**config.mk**
```make
export PLATFORM = sky130hd
export DESIGN_NAME = irq_ctl_top
export DESIGN_NICKNAME = d
export VERILOG_FILES = /design/src/rtl/irq_ctl_pkg.sv /design/src/rtl/irq_pend_latch.sv /design/src/rtl/irq_mask_ctl.sv /design/src/rtl/irq_prio_enc.sv /design/src/rtl/irq_ctl_top.sv
export SDC_FILE = /design/constraint.sdc
export NUM_CORES = 1
export LEC_CHECK = 0
export CORE_MARGIN = 1
export CORE_UTILIZATION = 45
export DETAILED_ROUTE_END_ITERATION = 10
export DONT_BUFFER_PORTS = 1
export HOLD_SLACK_MARGIN = 0.02
export PLACE_DENSITY = 0.62
export SYNTH_ARGS = -nofsm -noshare
export SYNTH_HDL_FRONTEND = slang
export SYNTH_SLANG_ARGS = --single-unit
```
**constraint.sdc**
```tcl
create_clock -name clk -period 4.2 [get_ports clk]
set_input_delay 0.42 -clock clk [delete_from_list [all_inputs] [get_ports clk]]
set_output_delay 0.42 -clock clk [all_outputs]
set_load 0.02 [all_outputs]
```
**src/rtl/irq_ctl_pkg.sv**
```systemverilog
package irq_ctl_pkg;
    localparam int NLINES = 16;
    localparam int IDX_W  = $clog2(NLINES);

    typedef enum logic [2:0] {
        OP_NONE   = 3'd0,
        OP_PSET   = 3'd1,
        OP_PCLR   = 3'd2,
        OP_ESET   = 3'd3,
        OP_ECLR   = 3'd4,
        OP_GDIS   = 3'd5,
        OP_GENA   = 3'd6
    } sw_op_e;

    typedef struct packed {
        logic [NLINES-1:0] set_v;
        logic [NLINES-1:0] clr_v;
    } bit_upd_t;

    function automatic bit_upd_t decode_upd(input sw_op_e op, input sw_op_e op_set,
                                            input sw_op_e op_clr,
                                            input logic [NLINES-1:0] m);
        bit_upd_t u;
        u.set_v = (op == op_set) ? m : '0;
        u.clr_v = (op == op_clr) ? m : '0;
        return u;
    endfunction
endpackage

```
**src/rtl/irq_pend_latch.sv**
```systemverilog
module irq_pend_latch
    import irq_ctl_pkg::*;
#(
    parameter int N = NLINES
) (
    input  logic         clk,
    input  logic         rst,
    input  logic [N-1:0] hw_evt,
    input  logic [N-1:0] sw_set,
    input  logic [N-1:0] sw_clr,
    input  logic [N-1:0] ack_clr,
    output logic [N-1:0] pend
);
    logic [N-1:0] pend_nxt;

    always_comb begin
        pend_nxt = ((pend | sw_set) & ~(sw_clr | ack_clr)) | hw_evt;
    end

    always_ff @(posedge clk) begin
        if (rst) pend <= '0;
        else     pend <= pend_nxt;
    end


    hw_wins_chk: assert property (@(posedge clk) disable iff (rst)
        (|hw_evt) |=> ((pend & $past(hw_evt)) == $past(hw_evt)));
endmodule

```
**src/rtl/irq_mask_ctl.sv**
```systemverilog
module irq_mask_ctl
    import irq_ctl_pkg::*;
#(
    parameter int N = NLINES
) (
    input  logic         clk,
    input  logic         rst,
    input  logic [N-1:0] en_set,
    input  logic [N-1:0] en_clr,
    input  logic         g_dis,
    input  logic         g_ena,
    input  logic         ack_take,
    output logic [N-1:0] en,
    output logic         gmask
);
    always_ff @(posedge clk) begin
        if (rst) begin
            en    <= '0;
            gmask <= 1'b1;
        end else begin
            en <= (en | en_set) & ~en_clr;
            if (ack_take || g_dis) gmask <= 1'b1;
            else if (g_ena)        gmask <= 1'b0;
        end
    end


    ack_masks_chk: assert property (@(posedge clk) disable iff (rst)
        ack_take |=> gmask);
endmodule

```
**src/rtl/irq_prio_enc.sv**
```systemverilog
module irq_prio_enc
    import irq_ctl_pkg::*;
#(
    parameter int N  = NLINES,
    parameter int IW = IDX_W
) (
    input  logic [N-1:0]  live,
    output logic          any,
    output logic [IW-1:0] idx
);
    logic [N-1:0] below;
    logic [N-1:0] grant;

    assign below[0] = 1'b0;
    genvar g;
    generate
        for (g = 1; g < N; g++) begin : g_chain
            assign below[g] = below[g-1] | live[g-1];
        end
        for (g = 0; g < N; g++) begin : g_grant
            assign grant[g] = live[g] & ~below[g];
        end
    endgenerate

    always_comb begin
        idx = '0;
        for (int i = 0; i < N; i++)
            if (grant[i]) idx = idx | IW'(i);
    end

    assign any = |live;


    one_grant_chk: assert final ($onehot0(grant));
endmodule

```
**src/rtl/irq_ctl_top.sv**
```systemverilog
module irq_ctl_top
    import irq_ctl_pkg::*;
(
    input  logic              clk,
    input  logic              rst,
    input  logic [NLINES-1:0] irq_in,
    input  logic [2:0]        sw_op,
    input  logic [NLINES-1:0] sw_mask,
    input  logic              ack,
    output logic [NLINES-1:0] pend_q,
    output logic [NLINES-1:0] en_q,
    output logic              gmask,
    output logic              req,
    output logic [IDX_W-1:0]  req_idx
);
    sw_op_e      op;
    bit_upd_t    p_upd, e_upd;
    logic        ack_take;
    logic [NLINES-1:0] ack_clr;
    logic [NLINES-1:0] live;

    assign op       = sw_op_e'(sw_op);
    assign p_upd    = decode_upd(op, OP_PSET, OP_PCLR, sw_mask);
    assign e_upd    = decode_upd(op, OP_ESET, OP_ECLR, sw_mask);
    assign ack_take = ack & req;
    assign ack_clr  = ack_take ? (NLINES'(1) << req_idx) : '0;
    assign live     = pend_q & en_q & {NLINES{~gmask}};

    irq_pend_latch #(.N(NLINES)) u_pend (
        .clk(clk), .rst(rst), .hw_evt(irq_in),
        .sw_set(p_upd.set_v), .sw_clr(p_upd.clr_v),
        .ack_clr(ack_clr), .pend(pend_q)
    );

    irq_mask_ctl #(.N(NLINES)) u_mask (
        .clk(clk), .rst(rst),
        .en_set(e_upd.set_v), .en_clr(e_upd.clr_v),
        .g_dis(op == OP_GDIS), .g_ena(op == OP_GENA),
        .ack_take(ack_take), .en(en_q), .gmask(gmask)
    );

    irq_prio_enc #(.N(NLINES), .IW(IDX_W)) u_prio (
        .live(live), .any(req), .idx(req_idx)
    );


    reset_state_chk: assert property (@(posedge clk)
        rst |=> (pend_q == '0 && en_q == '0 && gmask));


    req_gate_chk: assert property (@(posedge clk) disable iff (rst)
        req |-> (!gmask && pend_q[req_idx] && en_q[req_idx]));


    ack_clears_chk: assert property (@(posedge clk) disable iff (rst)
        (ack && req && !irq_in[req_idx]) |=> !pend_q[$past(req_idx)]);


    idle_ack_chk: assert property (@(posedge clk) disable iff (rst)
        (ack && !req && sw_op == 3'd0 && irq_in == '0) |=>
            ($stable(pend_q) && $stable(en_q) && $stable(gmask)));
endmodule

```
==> results of run 1 <==
-- cells by family (layout without fill, tap and decap cells) --
kind of cell           after synthesis  in the layout  synth area share (%)
AO/OA/AOI/OAI                      125            125                 40.75
buffers and inverters               24             18                 4.652
flip-flops                          33             33                 31.10
AND/OR/NAND/NOR                    118            118                 23.50
-- cells in the mapped netlist, types with 3 or more instances --
cell	count	share of area, %
nor3b_1	3	1.1
o2bb2ai_1	3	1.2
nand3_1	8	1.9
a311oi_1	4	1.6
a21oi_1	60	14
a22oi_1	6	2.1
clkbuf_1	14	2.5
nor2_1	49	8.7
a211oi_1	12	4.2
nand2_1	43	7.6
a22o_1	3	1.2
a2bb2oi_1	4	1.6
o41a_1	4	2.1
a31oi_1	4	1.2
dfxtp_1	33	31
nor3_1	7	1.6
inv_1	6	1.1
and2_1	4	1.2
o21ai_0	4	0.94
-- worst min-delay path by stage --
stage,from,endpoint,slack [ps],cells past startpoint
after detailed placement,rst,u_mask.en[10],500,1
after floorplan,irq_in[6],u_pend.pend[6],540,2
after CTS,rst,u_mask.en[10],190,1
final,rst,u_mask.en[13],200,1
after global routing,rst,u_pend.pend[10],190,1
after global placement,rst,u_mask.en[13],500,1
-- layer usage --
layer	vias to the layer above	track usage, %	part of all wire (%)
li1	1095	-	-
met1	1009	35.36	45
met2	105	41.99	44
met3	6	8.262	9.9
met4	0	9.333	0.59
met5	-	0	0
-- where the power goes --
part	switching [uW]	internal, uW	total (uW)	leakage [uW]
Combinational	61.4	51.0	112	0.000448
Sequential	65.0	335	400	0.000273
Clock	116	118	234	0.0000395
Total	243	504	747	0.000761
-- metrics by stage --
| stage | cells | area (um^2) | hold WS [ps] | power, uW |
|---|---|---|---|---|
| after floorplan | 300 | 2125 | 537.4 | 499.6 |
| after global placement | 338 | 2140 | 495.4 | 515.9 |
| after detailed placement | 338 | 2140 | 497.1 | 518.1 |
| after CTS | 346 | 2220 | 193.5 | 749.7 |
| after global routing | 346 | 2220 | 188.8 | 783.7 |
| final | 346 | 2220 | 195.8 | 746.7 |
-- registers in the layout, summed over array words and instances, names as in the netlist --
signal        cells
u_pend.pend      16
u_mask.en        16
u_mask.gmask      1
-- cell type report --
class	instances	area (um^2)	share of cell area, %
multi-input combinational	243	1365	61.50
sequential	33	660.6	29.76
clock buffer	8	80.08	3.608
tap	52	65.06	2.931
inverter	7	26.28	1.184
timing repair buffer	3	22.52	1.015
==> results.cfg, run 1 <==
[run_status]
status = complete, but fails checks
violations = design-rule violations

[finish]
diodes = 0
final_common_cell = a21oi_1
drive_above_1_share_pct = 5.102
syn2layout_area_growth_pct = 4.476
layout_common_cells = a21oi_1 (60), nor2_1 (49), nand2_1 (43)
nFillCells = 448
nets = 331
utilization_pct = 49.94

[setup_path]
cp_top_family = compound AO/OA/AOI/OAI gates
r2r-end = u_pend.pend[11]
critical_path_class = flop to output pin
critPathBufInv = 1
startpoint = u_pend.pend[3]
cp.required_ps = 3780
crit_path_end = req_idx[1]
cp-start-kind = flop
crit_path_max_incr_delay_ps = 470
slowest_stage = o41ai_4
rr_worst_depth = 5
critPathMaxFanout = 9
rrSetupSlack_ps = 1540
cp_cell_sequence = a22o_1, o41ai_4, nand4bb_1, and2_1, inv_2
cp-end-kind = output pin
arrival_ps = 2330
rr_startpoint = u_mask.gmask
path_depth = 5

[power_and_ir_drop]
p_per_area_nw_per_um2 = 336.4
leakagePower_uw = 0.0007609
irDropWorstVdd_mv = 0.1549

[timing]
hold_viol_final = 0
rsz0062_at_grt = false
fin_tns_setup_ps = 0
period_share_pct = 65.45
final.min_clock_period_ps = 2749
clock-skew-final_ps = 6.319
max_freq_ghz = 0.3638
slew_viol_final = 0
finalSetupViolations = 0
slew_headroom_pct = 44.19
fin_ws_ps = 1451
max_slew.worst_pin.slew_ps = 830.8

[clocking]
cts_root_buf = clkbuf_8
htreeDepth = 2
cts_made_buffers = 5
postCtsSetupRepairBufs = 0
hold_buffers = 0
cts_tree = yes
ctsResizeCount = 0
clk_latency_ps = 290
ctsLongestPathBuffers = 2
clk_pin_slew_ps = 70
cts.sinks = 33

[yosys]
synth_ff_type = dfxtp_1
synthArstFlopShare_pct = 0
syn_inst = 300
yosysWarnings = 0
avgSynthCellArea_um2 = 7.082
ys_seq_elements = 33
syn_nets = 338
synth_edf_count = 0
seq_area_frac_synth_pct = 31.10
syn_area_um2 = 2125
yosysUniqueCellTypes = 45

[placement]
place_congestion = 0.9456
port_buffers = 0
dp_hpwl_um = 4417
place_ws_ps = 1560

[drt]
routedWlPerCell_um = 18.51
viasPerCell = 6.402
ant_nets = 0
vias = 2215
dr.pass1.iters = 8
drc = 12
drt-total-wl_um = 6405
first_iter_violations = 196

[job]
max_cap_viol_count = 0

[floorplan]
io_pins = 76
core_um2 = 4444
dieArea_um2 = 5000
die_x_um = 70.71
std_cell_rows = 24
die_h_um = 70.71
initial_core_util_pct = 47.80

[global_routing]
grt_max_degree = 34
grt_pass1_wl_um = 10580
grt_pass1_vias = 2167
antenna_found_initial = 0
grtUsageTotal_pct = 26.92
grt_overflow = 0

[hold_path]
hold_class = primary input to flop
Note: power is estimated with default switching activity, not from simulation.
==> inputs of run 2 (changes only) <==
- clock period: 4.2 -> 2.8 ns (I/O delays scaled with it)
==> run 2 against run 1 <==
  * The run still ends with design-rule violations left
  * Sequential power is 50% higher
  * Flip-flop and latch count is the same
  * Cell count grew 0.87%
  * Combinational power up 54%
  * Critical path type unchanged
  * Largest power group unchanged
==> results.cfg, run 2 (synthesis results as in run 1) <==
[setup_path]
cp-end-kind = output pin
crit_path_max_incr_delay_ps = 470
cp.required_ps = 2520
cp-start-kind = flop
critical_path_class = flop to output pin
arrival_ps = 2170
cp_cell_sequence = a22o_1, o41ai_4, nand4bb_1, and2_1, inv_2
cp_top_family = compound AO/OA/AOI/OAI gates
critPathBufInv = 1
critPathMaxFanout = 7
slowest_stage = o41ai_4

[finish]
nets = 334
reg_top3 = u_mask.en x16, u_pend.pend x16, u_mask.gmask x1
syn2layout_area_growth_pct = 5.654
diodes = 0
layout_common_cells = a21oi_1 (60), nor2_1 (49), nand2_1 (43)
final_common_cell = a21oi_1
drive_above_1_share_pct = 6.734

[timing]
finalSetupViolations = 0
final.min_clock_period_ps = 2446
slew_viol_final = 0
rsz0062_at_grt = false
hold_viol_final = 0
whs_ps = 66.21
fin_tns_setup_ps = 0
period_share_pct = 87.35
clock-skew-final_ps = 6.206
slew_headroom_pct = 52.11
max_slew.worst_pin.slew_ps = 718.3
max_freq_ghz = 0.4089

[placement]
port_buffers = 0
place_congestion = 0.8969
dp_hpwl_um = 4614

[floorplan]
core_um2 = 4444
std_cell_rows = 24
die_h_um = 70.71
dieArea_um2 = 5000
io_pins = 76
die_x_um = 70.71
initial_core_util_pct = 47.80

[drt]
routedWlPerCell_um = 19.05
dr.pass1.iters = 7
viasPerCell = 6.335
drc = 12
ant_nets = 0
drt-total-wl_um = 6650
vias = 2211
first_iter_violations = 173

[global_routing]
grt_pass1_wl_um = 10740
grtUsageTotal_pct = 27.48
grt_pass1_vias = 2129
grt_max_degree = 34
antenna_found_initial = 0
grt_overflow = 0

[clocking]
ctsResizeCount = 0
ctsLongestPathBuffers = 2
postCtsSetupRepairBufs = 0
clk_latency_ps = 290
cts_root_buf = clkbuf_8
cts_made_buffers = 5
htreeDepth = 2
hold_buffers = 0
cts_tree = yes
cts.sinks = 33
clk_pin_slew_ps = 70

[power_and_ir_drop]
seq_power_share_pct = 53.3
p_per_area_nw_per_um2 = 501.6
comb_power_share_pct = 15.3
leakagePower_uw = 0.0007801
switching_share_pct = 33.10
p_clk_share_pct = 31.4
p_switching_uw = 372.7
p_int_uw = 753.3
irDropWorstVdd_mv = 0.2357

[hold_path]
hold_class = primary input to flop

[run_status]
status = complete, but fails checks
violations = design-rule violations

[job]
max_cap_viol_count = 0
## run 2: final timing paths
path / slack (ps) / startpoint / depth (start not counted) / to
max: 350 / u_pend.pend[3] / 5 / req_idx[1]
min: 70 / rst / 1 / u_mask.en[11]
max reg2reg: 440 / u_pend.pend[3] / 6 / u_pend.pend[11]
min reg2reg: 650 / u_mask.en[6] / 2 / u_mask.en[6]
## run 2: power by group through the flow
stage | Sequential (uW) | Clock [uW] | Combinational, uW
detailed placement | 610 | 0 | 171
global placement | 609 | 0 | 167
finish | 600 | 353 | 173
floorplan | 592 | 0 | 157
CTS | 599 | 360 | 172
global route | 607 | 386 | 195
## run 2: per-layer routing
metal  vias up  global-route usage [%]  share of wire [%]
met3        10                   7.977                8.9
met4         0                   9.333                1.5
met5         -                       0                  0
met2        94                   41.13                 45
li1       1105                       -                  -
met1      1002                   37.89                 45
## run 2: through the flow
stage	util (%)	instance area (um^2)	instances	worst slack, ps	total power [uW]
final	50.51	2245	349	354.3	1126
after global routing	50.51	2245	349	282.5	1188
after CTS	50.51	2245	349	359.4	1131
after detailed placement	48.65	2162	341	494.4	780.4
after global placement	48.65	2162	341	533.8	776.6
after floorplan	-	2125	300	697.8	749.3
## run 2: cell type report
type	count	area [um^2]
Clock buffer	6	72.57
Clock inverter	2	10.01
Fill cell	450	2200
Inverter	7	26.28
Multi-Input combinational cell	243	1365
Sequential cell	33	660.6
Tap cell	52	65.06
Timing Repair Buffer	6	45.04
## run 2: worst reg2reg max path: cells and delay by family, from the launching register on
kind,cells,cell delay (ps)
and+or+nand+nor,2,400
buffers and inverters,1,180
AOI/OAI and AO/OA,3,1240
DFF,1,420
==> inputs of run 3 (changes only) <==
- clock period: 2.8 -> 3 ns (I/O delays scaled with it)
==> run 3 against run 2 <==
  * The flow still finishes with violations (design-rule violations)
  * Flip-flop and latch count unchanged
  * First-iteration DRC count is 35% higher
  * Global-route usage is 0.54 points lower
  * Sequential power shrank 7.2%
  * Setup slack better by 75 ps
  * Count of clock-buffer cells in the layout rose by 1
  * Combinational power down 5%
  * Clock skew down 1.2 ps
  * Critical path depth did not move
  * Die area stayed put
  * Clock power grew 6.5%
  * Highest routed layer unchanged
  * Routed wire length decreased by 0.80%
==> results.cfg, run 3 (synthesis results as in run 1) <==
[hold_path]
hold_class = primary input to flop
holdPathStages = 1

[timing]
max_freq_ghz = 0.3890
slew_headroom_pct = 53.80
rsz0062_at_grt = false
final.min_clock_period_ps = 2571
clock-skew-final_ps = 4.983
finalSetupViolations = 0
fin_tns_setup_ps = 0
slew_viol_final = 0
period_share_pct = 85.70
hold_viol_final = 0
max_slew.worst_pin.slew_ps = 693.0

[placement]
port_buffers = 0
dp_hpwl_um = 4656
place_congestion = 0.9331

[global_routing]
grt_overflow = 0
grt_max_degree = 34
antenna_found_initial = 0
grtUsageTotal_pct = 26.95
grt_pass1_vias = 2059
grt_pass1_wl_um = 10470

[clocking]
htreeDepth = 2
cts_tree = yes
cts.sinks = 33
clk_latency_ps = 290
postCtsSetupRepairBufs = 0
ctsResizeCount = 0
ctsLongestPathBuffers = 2
hold_buffers = 0
cts_root_buf = clkbuf_8
clk_pin_slew_ps = 70
cts_made_buffers = 5

[setup_path]
critical_path_class = flop to output pin
cp-end-kind = output pin
slowest_stage = o41ai_4
cp-start-kind = flop
arrival_ps = 2270
cp.required_ps = 2700
rr_worst_depth = 6
critPathMaxFanout = 9
crit_path_max_incr_delay_ps = 460
cp_cell_sequence = a22o_1, o41ai_4, nand4bb_1, and2_1, inv_2

[drt]
first_iter_violations = 233
dr.pass1.iters = 8
routedWlPerCell_um = 18.90
viasPerCell = 6.438
vias = 2247
drc = 12
drt-total-wl_um = 6597
ant_nets = 0

[power_and_ir_drop]
p_clk_share_pct = 34.2
comb_power_share_pct = 14.9
irDropWorstVdd_mv = 0.2432
p_switching_uw = 346.7
switching_share_pct = 31.61
p_int_uw = 750.2
p_per_area_nw_per_um2 = 484.6
leakagePower_uw = 0.0007895
seq_power_share_pct = 50.8

[finish]
seq_area_um2 = 660.6
layout_common_cells = a21oi_1 (60), nor2_1 (49), nand2_1 (43)
final_common_cell = a21oi_1
reg_top3 = u_mask.en x16, u_pend.pend x16, u_mask.gmask x1
nets = 334
multi_input_area_um2 = 1365
drive_above_1_share_pct = 7.071
syn2layout_area_growth_pct = 6.537
utilization_pct = 50.93
nFillCells = 444
diodes = 0

[floorplan]
initial_core_util_pct = 47.80
core_um2 = 4444
io_pins = 76
die_x_um = 70.71
die_h_um = 70.71
std_cell_rows = 24
dieArea_um2 = 5000

[job]
max_cap_viol_count = 0

[run_status]
violations = design-rule violations
status = complete, but fails checks
-- run 3: cell types whose count changed in the layout (fill, tap and decap cells not counted) --
cell      before  now
clkinv_2       2    1
clkbuf_1       1    0
clkbuf_8       5    7
-- run 3: final timing paths --
check                                     from             end  slack [ps]
worst max-delay path            u_pend.pend[3]      req_idx[1]         430
worst min-delay path                       rst   u_mask.en[15]          70
worst max register to register   u_mask.en[11]  u_pend.pend[9]         560
worst min register to register    u_mask.en[6]    u_mask.en[6]         650
-- run 3: final cells by class --
type                            count  share of cell area, %
Sequential cell                    33                  29.19
Clock inverter                      1                 0.2211
Multi-Input combinational cell    243                  60.31
Timing Repair Buffer                6                  1.990
Clock buffer                        7                  4.256
Tap cell                           52                  2.875
Inverter                            7                  1.161
-- run 3: power by group through the flow --
stage / sequential, uW / combinational [uW] / clock, uW
2_1_floorplan: 553 / 146 / 0
3_3_place_gp: 566 / 160 / 0
3_5_place_dp: 566 / 163 / 0
4_1_cts: 556 / 164 / 383
5_1_grt: 563 / 186 / 404
6_report: 557 / 164 / 376
-- run 3: layer usage --
metal	track usage, %	part of all wire (%)	up-vias
li1	-	-	1099
met3	11.25	12	8
met1	36.43	45	1039
met4	8.000	1.2	0
met5	0	0	-
met2	39.10	42	101
-- run 3: critical path: cells and delay by family (launching register included) --
kind            cells  cell delay, ps
buf+inv             1             280
simple gates        2             450
compound gates      2             830
flops               1             420
-- run 3: through the flow --
step	total power (uW)	hold slack (ps)	area, um^2	worst slack, ps	std cells
finish	1097	73.26	2263	429.0	349
detailed placement	729.5	377.5	2162	592.9	341
floorplan	699.4	417.4	2125	897.8	300
global route	1153	57.52	2263	312.2	349
global placement	725.2	376.4	2162	655.3	341
CTS	1103	63.62	2263	450.8	349
